$ cat src/rtl/mcs_pkg.sv
package mcs_pkg;

   typedef enum logic [1:0] {
      REG_CTL  = 2'd0,
      REG_STAT = 2'd1,
      REG_IEN  = 2'd2,
      REG_NONE = 2'd3
   } reg_sel_e;

   typedef enum logic {
      EDGE_RISE = 1'b0,
      EDGE_ANY  = 1'b1
   } edge_mode_e;

   localparam int unsigned CTL_GP_LSB  = 2;
   localparam int unsigned ST_RI_EDGE  = 2;
   localparam int unsigned ST_DCD_CHG  = 3;
   localparam int unsigned ST_RI_LVL   = 6;
   localparam int unsigned ST_DCD_LVL  = 7;
   localparam int unsigned IEN_MS_BIT  = 3;
   localparam int unsigned MIN_DATA_W  = 8;

endpackage

$ cat src/rtl/mcs_in_sync.sv
module mcs_in_sync #(
   parameter int unsigned         STAGES = 2,
   parameter mcs_pkg::edge_mode_e MODE   = mcs_pkg::EDGE_ANY
) (
   input  logic clk,
   input  logic rst,
   input  logic pin_n,
   output logic level,
   output logic evt
);
   localparam int unsigned TOP = STAGES - 1;

   if (STAGES < 2) begin : g_bad_stages
      $error("mcs_in_sync: STAGES must be at least 2");
   end

   logic [STAGES-1:0] pipe_q;
   logic              last_q;

   always_ff @(posedge clk or posedge rst) begin
      if (rst) begin
         pipe_q <= '1;
         last_q <= 1'b1;
      end else begin
         pipe_q <= {pipe_q[STAGES-2:0], pin_n};
         last_q <= pipe_q[TOP];
      end
   end

   assign level = ~pipe_q[TOP];

   if (MODE == mcs_pkg::EDGE_RISE) begin : g_rise
      assign evt = ~last_q & pipe_q[TOP];
   end else begin : g_any
      assign evt = last_q ^ pipe_q[TOP];
   end

endmodule

$ cat src/rtl/mcs_ctl_reg.sv
module mcs_ctl_reg #(
   parameter int unsigned DATA_W = 8,
   parameter int unsigned N_OUT  = 2,
   parameter int unsigned OUT_LSB = 2
) (
   input  logic              clk,
   input  logic              rst,
   input  logic              wr,
   input  logic [DATA_W-1:0] wdata,
   input  logic              loop,
   output logic [DATA_W-1:0] ctl_q,
   output logic [N_OUT-1:0]  gp_n
);
   localparam int unsigned OUT_MSB = OUT_LSB + N_OUT - 1;

   if (OUT_MSB >= DATA_W) begin : g_bad_fit
      $error("mcs_ctl_reg: output bits do not fit in DATA_W");
   end

   always_ff @(posedge clk or posedge rst) begin
      if (rst)     ctl_q <= '0;
      else if (wr) ctl_q <= wdata;
   end

   for (genvar i = 0; i < N_OUT; i++) begin : g_out
      assign gp_n[i] = loop | ~ctl_q[OUT_LSB + i];
   end

   AST_CTL_STABLE: assert property (@(posedge clk) disable iff (rst)
      !wr |=> $stable(ctl_q));

endmodule

$ cat src/rtl/modem_ctl_stat.sv
module modem_ctl_stat #(
   parameter int unsigned DATA_W      = 8,
   parameter int unsigned SYNC_STAGES = 2
) (
   input  logic              clk,
   input  logic              mreset,
   input  logic [1:0]        reg_sel,
   input  logic              wr_en,
   input  logic              rd_en,
   input  logic [DATA_W-1:0] wdata,
   output logic [DATA_W-1:0] rdata,
   input  logic              loop_en,
   input  logic              ring_n,
   input  logic              carrier_n,
   output logic              gp1_n,
   output logic              gp2_n,
   output logic              ms_irq
);
   import mcs_pkg::*;

   localparam int unsigned N_GP = 2;

   if (DATA_W < MIN_DATA_W) begin : g_bad_width
      $error("modem_ctl_stat: DATA_W must be at least 8");
   end

   reg_sel_e          sel;
   logic              wr_ctl, wr_ien, rd_stat;
   logic [DATA_W-1:0] ctl_q, ien_q, stat_word;
   logic [N_GP-1:0]   gp_n;
   logic              ri_lvl, dcd_lvl, ri_evt, dcd_evt;
   logic              ri_flag, dcd_flag;

   assign sel     = reg_sel_e'(reg_sel);
   assign wr_ctl  = wr_en && (sel == REG_CTL);
   assign wr_ien  = wr_en && (sel == REG_IEN);
   assign rd_stat = rd_en && (sel == REG_STAT);

   mcs_ctl_reg #(
      .DATA_W (DATA_W),
      .N_OUT  (N_GP),
      .OUT_LSB(CTL_GP_LSB)
   ) i_ctl (
      .clk  (clk),
      .rst  (mreset),
      .wr   (wr_ctl),
      .wdata(wdata),
      .loop (loop_en),
      .ctl_q(ctl_q),
      .gp_n (gp_n)
   );

   assign gp1_n = gp_n[0];
   assign gp2_n = gp_n[1];

   mcs_in_sync #(.STAGES(SYNC_STAGES), .MODE(EDGE_RISE)) i_ring (
      .clk(clk), .rst(mreset), .pin_n(ring_n), .level(ri_lvl), .evt(ri_evt)
   );

   mcs_in_sync #(.STAGES(SYNC_STAGES), .MODE(EDGE_ANY)) i_carrier (
      .clk(clk), .rst(mreset), .pin_n(carrier_n), .level(dcd_lvl), .evt(dcd_evt)
   );

   always_ff @(posedge clk or posedge mreset) begin
      if (mreset)      ien_q <= '0;
      else if (wr_ien) ien_q <= wdata;
   end

   // A new event outranks the clear from a coincident read.
   always_ff @(posedge clk or posedge mreset) begin
      if (mreset) begin
         ri_flag  <= 1'b0;
         dcd_flag <= 1'b0;
      end else begin
         ri_flag  <= (ri_flag  & ~rd_stat) | ri_evt;
         dcd_flag <= (dcd_flag & ~rd_stat) | dcd_evt;
      end
   end

   always_comb begin
      stat_word             = '0;
      stat_word[ST_RI_EDGE] = ri_flag;
      stat_word[ST_DCD_CHG] = dcd_flag;
      stat_word[ST_RI_LVL]  = ri_lvl;
      stat_word[ST_DCD_LVL] = dcd_lvl;
   end

   always_comb begin
      case (sel)
         REG_CTL:  rdata = ctl_q;
         REG_STAT: rdata = stat_word;
         REG_IEN:  rdata = ien_q;
         default:  rdata = '0;
      endcase
   end

   assign ms_irq = ien_q[IEN_MS_BIT] & (ri_flag | dcd_flag);

   AST_RI_SETS: assert property (@(posedge clk) disable iff (mreset)
      ri_evt |=> ri_flag);
   AST_DCD_SETS: assert property (@(posedge clk) disable iff (mreset)
      dcd_evt |=> dcd_flag);
   AST_READ_CLEARS: assert property (@(posedge clk) disable iff (mreset)
      (rd_stat && !ri_evt && !dcd_evt) |=> (!ri_flag && !dcd_flag));
   AST_KEEP_ON_READ: assert property (@(posedge clk) disable iff (mreset)
      (rd_stat && (ri_evt || dcd_evt)) |=> (ri_flag || dcd_flag));
   AST_IRQ_DROPS: assert property (@(posedge clk) disable iff (mreset)
      (rd_stat && !ri_evt && !dcd_evt) |=> !ms_irq);
   AST_LOOP_QUIET: assert property (@(posedge clk) disable iff (mreset)
      loop_en |-> (gp1_n && gp2_n));

endmodule

$ cat config.mk
export PLATFORM = sky130hd
export DESIGN_NAME = modem_ctl_stat
export DESIGN_NICKNAME = d
export VERILOG_FILES = /design/src/rtl/mcs_pkg.sv /design/src/rtl/mcs_in_sync.sv /design/src/rtl/mcs_ctl_reg.sv /design/src/rtl/modem_ctl_stat.sv
export SDC_FILE = /design/constraint.sdc
export NUM_CORES = 1
export LEC_CHECK = 0
export BUFFER_PORTS_ARGS = -buffer_cell sky130_fd_sc_hd__clkbuf_2
export CAP_MARGIN = 5
export CORE_UTILIZATION = 51
export DETAILED_ROUTE_END_ITERATION = 12
export PLACE_DENSITY = 0.85
export SYNTH_ARGS = -nofsm -noshare
export SYNTH_HDL_FRONTEND = slang
export SYNTH_HIERARCHICAL = 1
export SYNTH_SLANG_ARGS = --single-unit
$ cat constraint.sdc
create_clock -name clk -period 1.16 [get_ports clk]
set_input_delay 0.058 -clock clk [delete_from_list [all_inputs] [get_ports clk]]
set_output_delay 0.058 -clock clk [all_outputs]
set_load 0.1 [all_outputs]
==> impl_metrics.tcl, run 1 <==
set metrics [dict create \
    syn_area_per_cell_um2 14.9 \
    drc 0 \
    period_share_pct 118 \
    synth_cells 76 \
    status "complete, but fails checks" \
    grtUsageTotal_pct 29.7 \
    antenna_cells 0 \
    tightest_slew_ns 0.420 \
    cp-start-kind "register" \
    dr.pass1.iters 4 \
    grt_max_degree 15 \
    max_freq_mhz 728 \
    hp-class "input port to register" \
    r2r_start "i_carrier/pipe_q[1]" \
    drv_slew 0 \
    synth_top_area_share_pct 39.9 \
    synth-main-ff-cell "dfrtp_1" \
    drive_gt1_share_pct 70.7 \
    p_total_mw 3.09 \
    nNetsFinal 151 \
    critPathKind "register to primary output" \
    synthDistinctLibCells 18 \
    yosysMostFrequentCell "dfrtp_1" \
    drt_iter0_markers 13 \
    fin_skew_ns 0.0132 \
    fin_ws_ns -0.213 \
    dp_hpwl_um 1800 \
    antenna_left 0 \
    die_h_um 49.1 \
    fillers 56 \
    cts_max_path_buffers 2 \
    peakVddDrop_uv 2060 \
    grt_pass1_wl_um 4980 \
    synth_area_leaders "dfrtp_1, mux2_4, dfstp_2" \
    critPathArrivalTime_ns 1.31 \
    hold_start "rd_en" \
    synthToLayoutAreaGrowth_pct 68.1 \
    synth_top_area_cell "dfrtp_1" \
    critPathLaunch "ien_q[0]" \
    cts_buffers 3 \
    cts_tree "yes" \
    wl_per_cell_um 24.0 \
    cts.sinks 24 \
    ys_ff_latch 24 \
    cp_max_fo 2 \
    grt_overflow 0 \
    die_w_um 49.1 \
    slew_headroom_pct 72.0 \
    fp.coreArea_um2 2020 \
    io-pin-count 28 \
    avgViaCountPerCell 5.40 \
    yosysSeqAreaShare_pct 53.8 \
    synth_fp_nets 93 \
    rows 16 \
    gp_routability_congestion 0.733 \
    io_buffers 27 \
    cts.htree.levels 1 \
    async_flop_share_pct 100 \
    maxCapViolCount 0 \
    die_area_um2 2410 \
    cp-end-kind "primary output" \
    leakage_nw 0.892 \
    vias 864 \
    rsz0062_at_grt "true" \
    synth_edf_count 0 \
    cts_root_buf "clkbuf_4" \
    path_clk_slew_ns 0.14 \
    synth_commonest_cells "dfrtp_1, mux2_4, mux2i_1" \
    hold_viol 0 \
    antenna_found_initial 0 \
    crit_required_ns 1.10 \
    synth.cell_area_um2 1130 \
    initial_core_util_pct 55.9 \
    clkLatencyLatePin_ns 0.34 \
    hold_ws_ns 0.120 \
    powerDensity_nw_per_um2 1630 \
    wirelength_um 3840 \
    layout_min_cycle_time_ns 1.37 \
    final_core_util_pct 93.9 \
    violations "setup timing" \
    yosysWarnings 6 \
    grt_pass1_vias 942 \
    setup_viol 9 \
]
[report_power, final]
part	internal, mW	switching (mW)	total (mW)
logic	0.639	0.734	1.37
clock network	0.350	0.269	0.620
registers	0.969	0.129	1.10
total	1.96	1.13	3.09
[cells by family (layout without fill, tap and decap cells)]
group                  count (synthesis)  count (layout)  synth area share, %
multiplexers                          24              24                 28.4
flip-flops                            24              24                 53.8
AND/OR/NAND/NOR                       11              11                 7.53
buffers and inverters                  9              66                 4.43
XOR/XNOR                               1               1                0.775
AO/OA/AOI/OAI                          7               7                 5.09
[final cells by class]
cell class | count | area (um2) | area share, %
Clock buffer | 3 | 22.5 | 1.19
Clock inverter | 1 | 30.0 | 1.58
Inverter | 6 | 22.5 | 1.19
Multi-Input combinational cell | 43 | 623 | 32.8
Sequential cell | 24 | 609 | 32.1
Tap cell | 27 | 33.8 | 1.78
Timing Repair Buffer | 56 | 558 | 29.4
[critical path, stage by stage, from the launching register on]
cell     delay, ns
dfrtp_1       0.45
mux2i_2       0.27
nor2_4        0.08
buf_12        0.17
[cell usage in the layout, fill, tap and decap left out]
cell type / count
dfrtp_1: 17
buf_4: 17
mux2_4: 16
clkbuf_2: 16
buf_12: 12
dlygate4sd3_1: 11
mux2i_2: 7
dfstp_2: 6
nor2_4: 4
o2bb2ai_4: 4
inv_1: 4
clkbuf_4: 3
a21o_1: 2
inv_2: 2
nand3b_4: 1
and2b_2: 1
mux2i_4: 1
nor3b_1: 1
nand3b_1: 1
o21a_1: 1
bufinv_16: 1
xor2_1: 1
nand2b_4: 1
nand2b_1: 1
dfrtp_2: 1
nor2b_4: 1
[layer usage]
layer | GRT usage (%) | routed length [um] | vias to the layer above
met5 | 0 | 0 | -
met2 | 49.5 | 2060 | 37
met4 | 15.7 | 157 | 0
li1 | - | - | 374
met1 | 36.0 | 1470 | 438
met3 | 5.92 | 149 | 15
[state kept, by name, summed over array words and instances, names as in the netlist]
signal / flops
i_carrier/pipe_q: 2
ien_q: 8
dcd_flag: 1
i_carrier/last_q: 1
i_ring/last_q: 1
i_ring/pipe_q: 2
ri_flag: 1
i_ctl/ctl_q: 8
[per-stage QoR]
step / setup slack, ns / TNS, ns / instances / area, um2
final: -0.213 / -1.41 / 160 / 1900
after global routing: -0.242 / -1.86 / 160 / 1900
after CTS: -0.154 / -1.09 / 154 / 1850
after detailed placement: 0.109 / 0 / 130 / 1580
after global placement: 0.132 / 0 / 130 / 1580
after floorplan: -0.0376 / -0.0376 / 76 / 1230
[worst paths after layout]
kind	to	slack [ns]	cells after the start
max	rdata[0]	-0.21	3
min	dcd_flag	0.12	3
max reg2reg	dcd_flag	0.09	3
min reg2reg	i_carrier/pipe_q[1]	0.36	0
max in group asynchronous	dcd_flag	0.56	3
min in group asynchronous	i_ctl/ctl_q[6]	0.26	3
[timing repair]
| item | CTS | global route |
|---|---|---|
| endpoints found under the setup margin | 9 | 11 |
| resized for setup | 11 | 2 |
| buffers inserted | 9 | 6 |
| hold endpoints to repair | 42 | 0 |
| hold buffers | 11 | 0 |
| pin swaps | 1 | 7 |
Note: power is estimated with default switching activity, not from simulation.
==> inputs of run 2 (changes only) <==
CORE_UTILIZATION = 55   (was 51)
PLACE_DENSITY = 0.9   (was 0.85)
clock period = 1.65 ns   (was 1.16 ns; I/O delays follow)
==> run 2 against run 1 <==
The run now ends clean. Register-to-register slack improved by 0.69 ns. Utilization fell by 18 points. Global-route usage fell by 8.7 points. Clock-buffer cell count rose by 1. Worst hold slack got worse by 0.093 ns. Combinational power fell by 52%. Routed wire length fell by 45%. Critical path type unchanged. Critical endpoint unchanged.
==> impl_metrics.tcl, run 2 (synthesized netlist as in run 1, its figures left out) <==
set metrics [dict create \
    nNetsFinal 129 \
    clkLatencyLatePin_ns 0.30 \
    cp-start-kind "register" \
    tns_ns 0 \
    crit_required_ns 1.57 \
    io_buffers 27 \
    drt_iter0_markers 1 \
    fin_skew_ns 0.000745 \
    wirelength_um 2110 \
    cp_max_fo 2 \
    fp.coreArea_um2 1940 \
    drc 0 \
    place_inst 128 \
    grt_overflow 0 \
    antenna_cells 0 \
    cts_buffers 3 \
    grt_pass1_vias 699 \
    drv_slew 0 \
    drive_gt1_share_pct 58.6 \
    rsz0062_at_grt "false" \
    leakage_nw 0.736 \
    peakVddDrop_uv 881 \
    maxCapViolCount 0 \
    hold_viol 0 \
    final_cell_mix "clkbuf_2, dfrtp_1, mux2_4" \
    critPathKind "register to primary output" \
    cts.sinks 24 \
    layout_min_cycle_time_ns 1.41 \
    grt_max_degree 14 \
    io-pin-count 28 \
    postCtsSetupBuffers 0 \
    antenna_found_initial 0 \
    critPathArrivalTime_ns 1.32 \
    cts_max_path_buffers 2 \
    avgViaCountPerCell 5.08 \
    powerDensity_nw_per_um2 1150 \
    hp-class "input port to register" \
    vias 701 \
    die_area_um2 2240 \
    max_freq_mhz 711 \
    initial_core_util_pct 58.2 \
    dr.pass1.iters 4 \
    antenna_left 0 \
    setup_viol 0 \
    status "complete, no violations" \
    gp_routability_congestion 0.752 \
    cts_root_buf "clkbuf_4" \
    cts_resized 0 \
    design_area_um2 1470 \
    placed_area_um2 1370 \
    slew_headroom_pct 64.1 \
    reg_top3 "i_ctl/ctl_q: 8 flops, ien_q: 8 flops" \
    cts_tree "yes" \
    path_clk_slew_ns 0.12 \
    die_h_um 47.3 \
    tightest_slew_ns 0.540 \
    dp_hpwl_um 1600 \
    wl_per_cell_um 15.3 \
    period_share_pct 85.2 \
    cts.htree.levels 1 \
    cp-end-kind "primary output" \
    stdcell_count 138 \
    final_common_cell "clkbuf_2" \
    synthToLayoutAreaGrowth_pct 30.1 \
    grtUsageTotal_pct 21.0 \
    die_w_um 47.3 \
    rows 16 \
    grt_pass1_wl_um 3110 \
]
==> run 2: layout make-up <==
cell class                      count  area [um2]
Sequential cell                    24         608
Multi-Input combinational cell     43         507
Fill cell                         133         472
Timing Repair Buffer               34         263
Clock buffer                        4        36.3
Tap cell                           27        33.8
Inverter                            6        22.5
==> run 2: timing repair <==
| item | in CTS | in global routing |
|---|---|---|
| setup endpoints to repair | 0 | 0 |
| hold buffers | 3 | 3 |
| hold endpoints to repair | 26 | 3 |
==> run 2: through the flow <==
step	utilization, %	power, mW	hold WS [ns]	setup WS (ns)
2_1_floorplan	-	1.24	-0.102	0.284
3_3_place_gp	70.7	1.37	0.0523	0.423
3_5_place_dp	70.7	1.40	0.0798	0.395
4_1_cts	74.2	1.71	0.00923	0.216
5_1_grt	75.7	1.77	0.00214	0.158
6_report	75.7	1.69	0.0272	0.244
==> run 2: worst max-delay path, cell delays in order, from the launching register on <==
cell and delay [ns]:
dfrtp_1 0.38, mux2i_1 0.09, nor2_2 0.09, clkbuf_2 0.46
==> run 2: per-layer routing <==
| layer | share of wire [%] | track usage [%] | vias to the layer above |
|---|---|---|---|
| met3 | 2.3 | 5.77 | 4 |
| met2 | 56 | 35.9 | 14 |
| met5 | 0 | 0 | - |
| met4 | 1.2 | 10.9 | 0 |
| li1 | - | - | 327 |
| met1 | 41 | 23.7 | 356 |
==> run 2: worst paths after layout <==
path,from,to,slack [ns],cells after the start
min reg2reg,i_ring/pipe_q[0],i_ring/pipe_q[1],0.37,0
max in group asynchronous,mreset,ien_q[0],1.05,3
min,wdata[3],i_ctl/ctl_q[3],0.03,2
max reg2reg,i_carrier/pipe_q[1],dcd_flag,0.78,2
max,ien_q[0],rdata[0],0.24,3
min in group asynchronous,mreset,i_ctl/ctl_q[3],0.28,3
==> run 2: power breakdown <==
group | switching (mW) | total, mW | internal (mW)
Sequential | 0.0602 | 0.741 | 0.680
Combinational | 0.409 | 0.652 | 0.243
Clock | 0.163 | 0.298 | 0.135
